`src/rtl/msel_pkg.sv`:
```
package msel_pkg;

    typedef enum logic [4:0] {
        S_IDLE, S_RANGE, S_POP, S_POPW,
        S_FE_I, S_FE_M, S_FE_D,
        S_IS_KEY, S_IS_GOT, S_IS_CMP, S_IS_PUT,
        S_MD_A, S_MD_B, S_MD_C, S_MD_SEL, S_MD_SW1, S_MD_SW2,
        S_PT_LOOP, S_PT_CMP, S_PT_RI, S_PT_RW, S_PT_W2,
        S_PT_EI, S_PT_EW, S_PT_EW2,
        S_PUSH_A, S_PUSH_B, S_DONE
    } sort_state_e;

    typedef enum logic [1:0] {
        PICK_LO,
        PICK_MID,
        PICK_HI
    } pick_e;

endpackage

```
`src/rtl/msel_pivot.sv`:
```
module msel_pivot
    import msel_pkg::*;
#(
    parameter int MW = 16
) (
    input  logic [MW-1:0] m_lo,
    input  logic [MW-1:0] m_mid,
    input  logic [MW-1:0] m_hi,
    output pick_e         pick
);
    always_comb begin
        if (m_lo <= m_mid) begin
            if (m_mid <= m_hi)     pick = PICK_MID;
            else if (m_lo <= m_hi) pick = PICK_HI;
            else                   pick = PICK_LO;
        end else begin
            if (m_lo <= m_hi)      pick = PICK_LO;
            else if (m_mid <= m_hi) pick = PICK_HI;
            else                   pick = PICK_MID;
        end
    end
endmodule

```
`src/rtl/msel_stack.sv`:
```
module msel_stack #(
    parameter int PW    = 13,
    parameter int DEPTH = 16
) (
    input  logic          clk,
    input  logic          rst,
    input  logic          push,
    input  logic [PW-1:0] push_lo,
    input  logic [PW-1:0] push_hi,
    input  logic          pop,
    output logic [PW-1:0] pop_lo,
    output logic [PW-1:0] pop_hi,
    output logic          empty,
    output logic          full
);
    localparam int CW = $clog2(DEPTH + 1);
    localparam int SA = (DEPTH > 1) ? $clog2(DEPTH) : 1;

    logic [2*PW-1:0] mem [DEPTH];
    logic [CW-1:0]   ptr;
    logic [CW-1:0]   ptr_m1;
    logic [2*PW-1:0] rd_q;

    assign ptr_m1 = ptr - CW'(1);
    assign empty  = (ptr == '0);
    assign full   = (ptr == CW'(DEPTH));
    assign pop_lo = rd_q[2*PW-1:PW];
    assign pop_hi = rd_q[PW-1:0];

    always_ff @(posedge clk) begin
        if (rst) begin
            ptr <= '0;
        end else if (push && !full) begin
            ptr <= ptr + CW'(1);
        end else if (pop && !empty) begin
            ptr <= ptr_m1;
        end
    end

    always_ff @(posedge clk) begin
        if (push && !full) mem[ptr[SA-1:0]] <= {push_lo, push_hi};
        if (pop && !empty) rd_q <= mem[ptr_m1[SA-1:0]];
    end
endmodule

```
`src/rtl/msel_sorter.sv`:
```
module msel_sorter
    import msel_pkg::*;
#(
    parameter int LMAX        = 4096,
    parameter int MW          = 16,
    parameter int INS_THRESH  = 8,
    parameter int STACK_DEPTH = 16
) (
    input  logic                    clk,
    input  logic                    rst,
    input  logic                    start,
    input  logic [$clog2(LMAX):0]   seq_len,
    input  logic [$clog2(LMAX):0]   keep_cnt,
    output logic                    done,
    output logic                    stack_ovf,
    output logic [$clog2(LMAX)-1:0] idx_addr,
    output logic                    idx_we,
    output logic [$clog2(LMAX)-1:0] idx_wdata,
    input  logic [$clog2(LMAX)-1:0] idx_rdata,
    output logic [$clog2(LMAX)-1:0] met_addr,
    input  logic [MW-1:0]           met_rdata
);
    localparam int AW = $clog2(LMAX);
    localparam int PW = AW + 1;
    localparam logic [PW-1:0] ONE = PW'(1);
    localparam logic [PW-1:0] THR = PW'(INS_THRESH);

    typedef logic [PW-1:0] pos_t;
    typedef logic [AW-1:0] id_t;
    typedef logic [MW-1:0] met_t;

    sort_state_e state, ret;
    pos_t lo, hi, keep_q, kpos, hpos, ipos, jpos, f_pos, p_pos;
    id_t  f_id, key_id, a_id, b_id, c_id, pid, t_id;
    met_t f_met, key_met, a_met, b_met, pv;
    logic ovf_q;

    pos_t  mid_pos;
    pick_e pick;
    logic  push, pop, stk_empty, stk_full;
    pos_t  push_lo, push_hi, pop_lo, pop_hi;
    logic  l_ok, r_ok, big_left;

    assign mid_pos  = lo + ((hi - lo) >> 1);
    assign l_ok     = ipos > lo + ONE;
    assign r_ok     = (hi > ipos + ONE) && (ipos + ONE < keep_q);
    assign big_left = (ipos - lo) >= (hi - ipos);
    assign done      = (state == S_DONE);
    assign stack_ovf = ovf_q;

    msel_pivot #(.MW(MW)) pivot_i (
        .m_lo(a_met), .m_mid(b_met), .m_hi(f_met), .pick(pick)
    );

    msel_stack #(.PW(PW), .DEPTH(STACK_DEPTH)) stack_i (
        .clk(clk), .rst(rst), .push(push), .push_lo(push_lo), .push_hi(push_hi),
        .pop(pop), .pop_lo(pop_lo), .pop_hi(pop_hi), .empty(stk_empty), .full(stk_full)
    );

    // RAM ports and stack commands, decoded from the current state
    always_comb begin
        idx_addr  = '0;
        idx_we    = 1'b0;
        idx_wdata = '0;
        met_addr  = '0;
        push      = 1'b0;
        pop       = 1'b0;
        push_lo   = '0;
        push_hi   = '0;
        case (state)
            S_FE_I:   idx_addr = f_pos[AW-1:0];
            S_FE_M:   met_addr = idx_rdata;
            S_IS_CMP: if (f_met > key_met) begin
                          idx_we = 1'b1; idx_addr = hpos[AW-1:0]; idx_wdata = f_id;
                      end
            S_IS_PUT: begin idx_we = 1'b1; idx_addr = hpos[AW-1:0]; idx_wdata = key_id; end
            S_MD_SW1: begin idx_we = 1'b1; idx_addr = hi[AW-1:0];   idx_wdata = pid;    end
            S_MD_SW2: begin idx_we = 1'b1; idx_addr = p_pos[AW-1:0]; idx_wdata = c_id;  end
            S_PT_RI,
            S_PT_EI:  idx_addr = ipos[AW-1:0];
            S_PT_RW:  begin idx_we = 1'b1; idx_addr = ipos[AW-1:0]; idx_wdata = f_id;   end
            S_PT_W2:  begin idx_we = 1'b1; idx_addr = jpos[AW-1:0]; idx_wdata = t_id;   end
            S_PT_EW:  begin idx_we = 1'b1; idx_addr = ipos[AW-1:0]; idx_wdata = pid;    end
            S_PT_EW2: begin idx_we = 1'b1; idx_addr = hi[AW-1:0];   idx_wdata = t_id;   end
            S_POP:    pop = !stk_empty;
            S_PUSH_A: begin
                push = l_ok | r_ok;
                if ((l_ok && r_ok) ? big_left : l_ok) begin
                    push_lo = lo;         push_hi = ipos - ONE;
                end else begin
                    push_lo = ipos + ONE; push_hi = hi;
                end
            end
            S_PUSH_B: begin
                push = l_ok & r_ok;
                if (big_left) begin
                    push_lo = ipos + ONE; push_hi = hi;
                end else begin
                    push_lo = lo;         push_hi = ipos - ONE;
                end
            end
            default: ;
        endcase
    end

    always_ff @(posedge clk) begin
        if (rst) begin
            state <= S_IDLE;
            ret   <= S_IDLE;
            ovf_q <= 1'b0;
            lo <= '0; hi <= '0; keep_q <= '0; kpos <= '0; hpos <= '0;
            ipos <= '0; jpos <= '0; f_pos <= '0; p_pos <= '0;
            f_id <= '0; key_id <= '0; a_id <= '0; b_id <= '0; c_id <= '0; pid <= '0; t_id <= '0;
            f_met <= '0; key_met <= '0; a_met <= '0; b_met <= '0; pv <= '0;
        end else begin
            if (push && stk_full) ovf_q <= 1'b1;
            case (state)
                S_IDLE: if (start) begin
                    ovf_q  <= 1'b0;
                    lo     <= '0;
                    hi     <= seq_len - ONE;
                    keep_q <= keep_cnt;
                    state  <= (seq_len < PW'(2) || keep_cnt == '0) ? S_DONE : S_RANGE;
                end
                S_RANGE: begin
                    kpos  <= lo + ONE;
                    state <= ((hi - lo) < THR) ? S_IS_KEY : S_MD_A;
                end
                S_POP:  state <= stk_empty ? S_DONE : S_POPW;
                S_POPW: begin lo <= pop_lo; hi <= pop_hi; state <= S_RANGE; end
                // element fetch: index, then metric, then return
                S_FE_I: state <= S_FE_M;
                S_FE_M: begin f_id <= idx_rdata; state <= S_FE_D; end
                S_FE_D: begin f_met <= met_rdata; state <= ret; end
                // insertion sort of a short range
                S_IS_KEY: begin f_pos <= kpos; ret <= S_IS_GOT; state <= S_FE_I; end
                S_IS_GOT: begin
                    key_id <= f_id; key_met <= f_met; hpos <= kpos;
                    f_pos <= kpos - ONE; ret <= S_IS_CMP; state <= S_FE_I;
                end
                S_IS_CMP: begin
                    if (f_met > key_met) begin
                        hpos <= hpos - ONE;
                        if (hpos - ONE == lo) state <= S_IS_PUT;
                        else begin f_pos <= hpos - PW'(2); ret <= S_IS_CMP; state <= S_FE_I; end
                    end else begin
                        state <= S_IS_PUT;
                    end
                end
                S_IS_PUT: begin
                    kpos  <= kpos + ONE;
                    state <= (kpos == hi) ? S_POP : S_IS_KEY;
                end
                // median-of-three pivot, moved to the right end
                S_MD_A: begin f_pos <= lo; ret <= S_MD_B; state <= S_FE_I; end
                S_MD_B: begin a_id <= f_id; a_met <= f_met; f_pos <= mid_pos; ret <= S_MD_C; state <= S_FE_I; end
                S_MD_C: begin b_id <= f_id; b_met <= f_met; f_pos <= hi; ret <= S_MD_SEL; state <= S_FE_I; end
                S_MD_SEL: begin
                    c_id <= f_id; ipos <= lo; jpos <= lo;
                    case (pick)
                        PICK_LO:  begin pv <= a_met; pid <= a_id; p_pos <= lo;      end
                        PICK_MID: begin pv <= b_met; pid <= b_id; p_pos <= mid_pos; end
                        default:  begin pv <= f_met; pid <= f_id; p_pos <= hi;      end
                    endcase
                    state <= (pick == PICK_HI) ? S_PT_LOOP : S_MD_SW1;
                end
                S_MD_SW1: state <= S_MD_SW2;
                S_MD_SW2: state <= S_PT_LOOP;
                // partition scan
                S_PT_LOOP: begin
                    if (jpos == hi) state <= S_PT_EI;
                    else begin f_pos <= jpos; ret <= S_PT_CMP; state <= S_FE_I; end
                end
                S_PT_CMP: begin
                    if (f_met < pv) begin
                        if (ipos == jpos) begin
                            ipos <= ipos + ONE; jpos <= jpos + ONE; state <= S_PT_LOOP;
                        end else begin
                            state <= S_PT_RI;
                        end
                    end else begin
                        jpos <= jpos + ONE; state <= S_PT_LOOP;
                    end
                end
                S_PT_RI: state <= S_PT_RW;
                S_PT_RW: begin t_id <= idx_rdata; state <= S_PT_W2; end
                S_PT_W2: begin ipos <= ipos + ONE; jpos <= jpos + ONE; state <= S_PT_LOOP; end
                S_PT_EI:  state <= S_PT_EW;
                S_PT_EW:  begin t_id <= idx_rdata; state <= S_PT_EW2; end
                S_PT_EW2: state <= S_PUSH_A;
                S_PUSH_A: state <= S_PUSH_B;
                S_PUSH_B: state <= S_POP;
                S_DONE:   state <= S_IDLE;
                default:  state <= S_IDLE;
            endcase
        end
    end
endmodule

```
`config.mk`:
```
export PLATFORM = sky130hd
export DESIGN_NAME = msel_sorter
export DESIGN_NICKNAME = d
export VERILOG_FILES = /design/src/rtl/msel_pkg.sv /design/src/rtl/msel_pivot.sv /design/src/rtl/msel_stack.sv /design/src/rtl/msel_sorter.sv
export SDC_FILE = /design/constraint.sdc
export NUM_CORES = 2
export LEC_CHECK = 0
export BUFFER_PORTS_ARGS = -buffer_cell sky130_fd_sc_hd__buf_2
export CAP_MARGIN = 25
export CORE_ASPECT_RATIO = 1.1
export CORE_UTILIZATION = 25
export CTS_CLUSTER_DIAMETER = 80
export DETAILED_ROUTE_END_ITERATION = 10
export PLACE_DENSITY_LB_ADDON = 0.15
export SYNTH_ARGS = -nofsm -noshare
export SYNTH_HDL_FRONTEND = slang
export SYNTH_SLANG_ARGS = --single-unit
```
`constraint.sdc`:
```
create_clock -name clk -period 15 [get_ports clk]
set_input_delay 0.75 -clock clk [delete_from_list [all_inputs] [get_ports clk]]
set_output_delay 0.75 -clock clk [all_outputs]
set_load 0.05 [all_outputs]
```
==> flow_summary.toml <==
[synthesis]
synth_edf_count = 442
yosysWarnings = 0
synth-main-ff-cell = "edfxtp_1"
syn_inst = 3499
syn_avg_cell_area_um2 = 10.8
async_flop_share_pct = 0
synth.distinct_cells = 81
ys_top_cells_by_area = "edfxtp_1, dfxtp_1, mux4_2"
synth_seq_cells = 737
yosysSeqAreaShare_pct = 50.8
netlist_area_um2 = 37800
syn-num-nets = 3741
synth_area_leader_cell = "edfxtp_1"
synth_top_area_share_pct = 35.1

[sta]
final-max-slew-violation-count = 0
post-route-period-util_pct = 43.7
layout_setup_ws_ps = 8450
worst_pin_slew_ps = 1100
rsz0062_at_grt = "false"
hold_viol_final = 0
min_period_ps = 6550
finalSetupViolCount = 0
skew_ps = 60.0
tns_ps = 0
fmax_ghz = 0.153
relSlewSlack_pct = 26.6

[clock_network]
cts_root_buffer = "clkbuf_16"
post_cts_buffers = 0
numClockSinks = 737
clock_path_buffers = 3
hold_buffers = 0
cts_resized = 0
cts_tree = "done"
htreeDepth = 3
cts.clk_slew.worst_paths_ps = 60
cts_buffers = 90
clk_latency_ps = 720

[grt]
gr-total-overflow = 0
grt_use_total_pct = 18.3
grt_max_degree = 102
grt_pass1_vias = 28400
antenna_found_initial = 4
grt_pass1_wl_um = 206000

[cells_and_area]
nNetsFinal = 3808
final_cell_mix = "nand2_1, edfxtp_1, dfxtp_1"
layout_commonest_cell = "nand2_1"
nFillCells = 15500
regArea_um2 = 19200
multiInputGateArea_um2 = 17200
drive_above_1_share_pct = 15.1
syn_to_final_growth_pct = 16.6

[worst_setup_path]
crit_path_end_kind = "flop"
path_cells = "inv_1 > ha_1 > nor2b_1 > o21ai_0 > a21boi_0 > o21ai_0 > a21boi_0 > o21ai_0 > a21boi_0 > o21ai_0 > nor2b_1 > xnor2_1 > ha_1 > a21oi_1 > o21ai_0 > o22a_1 > a211oi_1 > a21o_1 > inv_1 > o22ai_1"
worstSetupPathType = "flop to flop"
critPathLaunchType = "flop"
cp.required_ps = 15340
slowest_delay_ps = 990
crit_fanout = 16
path_delay_family = "compound AO/OA/AOI/OAI gates"
arrival_ps = 6890
crit_top_cell = "o21ai_0"
slowest_stage = "o22ai_1"
cp_num_buf_inv = 2

[floorplanning]
dieArea_um2 = 153000
core-area_um2 = 150000
initial_core_util_pct = 25.2
pin_count = 96
die_w_um = 373
num_rows = 149
chipHeight_um = 410

[status]
status = "finished clean"

[place]
place_ws_ps = 8370
port_buffers = 95
dp_hpwl_um = 93500
gp_congestion = 0.862

[routing]
wl_per_cell_um = 25.4
drc = 0
drt_first_pass_iters = 6
num_vias = 28600
via_per_inst = 5.10
drtIter0Drc = 2676
ant_nets = 0
drt-total-wl_um = 142000

[job]
maxCapViolCount = 0

[min_path]
hp-class = "input port to flop"

[power_and_ir_drop]
p_per_area_nw_per_um2 = 149
vdd_ir_drop_max_v = 0.0000849
power_leakage_uw = 0.0141
==> cell families after synthesis <==
family	after synthesis	share of synthesized area, %
flip-flops	737	50.8
AO/OA/AOI/OAI	809	14.0
XOR/XNOR	163	4.00
multiplexers	154	8.40
adder cells (fa/ha/maj)	188	6.28
buffers and inverters	426	4.28
AND/OR/NAND/NOR	1022	12.2
==> registers in the layout, indices dropped and copies added (netlist names), 12 cells and up <==
register,count
kpos,13
f_pos,12
pv,16
f_met,16
stack_i.mem,416
hpos,13
keep_q,13
pid,12
b_met,16
hi,13
p_pos,12
ipos,13
b_id,12
stack_i.rd_q,26
a_id,12
a_met,16
key_met,16
t_id,12
key_id,12
lo,13
jpos,13
f_id,12
c_id,12
==> where the power goes <==
group / switching [uW] / total [uW] / internal, uW / leakage (uW)
Sequential: 103 / 2290 / 2190 / 0.00554
Combinational: 1290 / 1990 / 697 / 0.00704
Clock: 948 / 2270 / 1320 / 0.00148
Total: 2340 / 6550 / 4210 / 0.0141
==> path summary, 6_finish.rpt <==
kind / from / slack [ps] / end / cells after the start
worst max register to register: lo[1] / 8450 / stack_i.mem[6][21] / 20
worst min-delay path: met_rdata[15] / 270 / f_met[15] / 3
worst max-delay path: lo[1] / 8450 / stack_i.mem[6][21] / 20
worst min register to register: a_id[0] / 450 / pid[0] / 2
==> worst reg2reg max path, delay by kind of cell (launching register included) <==
kind	cells	cell delay (ps)
compound gates	13	3670
buf+inv	2	810
fa+ha+maj	2	640
flops	1	590
simple gates	2	310
xor+xnor	1	160
==> per-layer routing <==
metal,GRT usage (%),routed length (um)
met4,4.47,3000
met3,2.39,6620
met2,30.3,67000
met5,0,18
met1,25.1,65600
==> metrics by stage <==
| stage | instance area (um2) | utilization (%) | instances | hold WS (ps) | power (uW) |
|---|---|---|---|---|---|
| finish | 44100 | 29.4 | 5603 | 271 | 6550 |
| global route | 44000 | 29.4 | 5602 | 256 | 6860 |
| CTS | 43900 | 29.3 | 5590 | 205 | 6600 |
| global placement | 40700 | 27.1 | 5407 | 441 | 4320 |
| floorplan | 37800 | - | 3499 | 420 | 3590 |
| detailed placement | 40900 | 27.2 | 5425 | 446 | 4310 |
==> synthesized netlist by cell type (16+ instances only) <==
cell type and instances:
nand2_1 484, edfxtp_1 442, dfxtp_1 295, a21oi_1 292, clkbuf_1 210, ha_1 181
inv_1 181, nor2_1 179, mux4_2 130, o21ai_0 120, xnor2_1 106, nand3_1 84
nor3_1 67, xor2_1 51, a221oi_1 48, a211oi_1 38, a221o_1 36, nand4_1 35
and3_1 33, o22ai_1 32, a21o_1 29, nor2b_1 25, buf_1 24, nand2b_1 23
a22oi_1 21, mux2i_1 20, o21a_1 20, o31ai_1 19, a22o_1 18, nor4_1 18
or3_1 18, and2_1 17, a31oi_1 16
==> area by class of cell <==
class,instances,area share [%]
Multi-Input combinational cell,2336,38.9
Sequential cell,737,43.5
Timing Repair Buffer,219,3.43
Clock inverter,54,1.59
Tap cell,1963,5.58
Inverter,182,1.55
Antenna cell,1,0.00568
Clock buffer,111,5.36
Power figures use the tool's default switching activity.
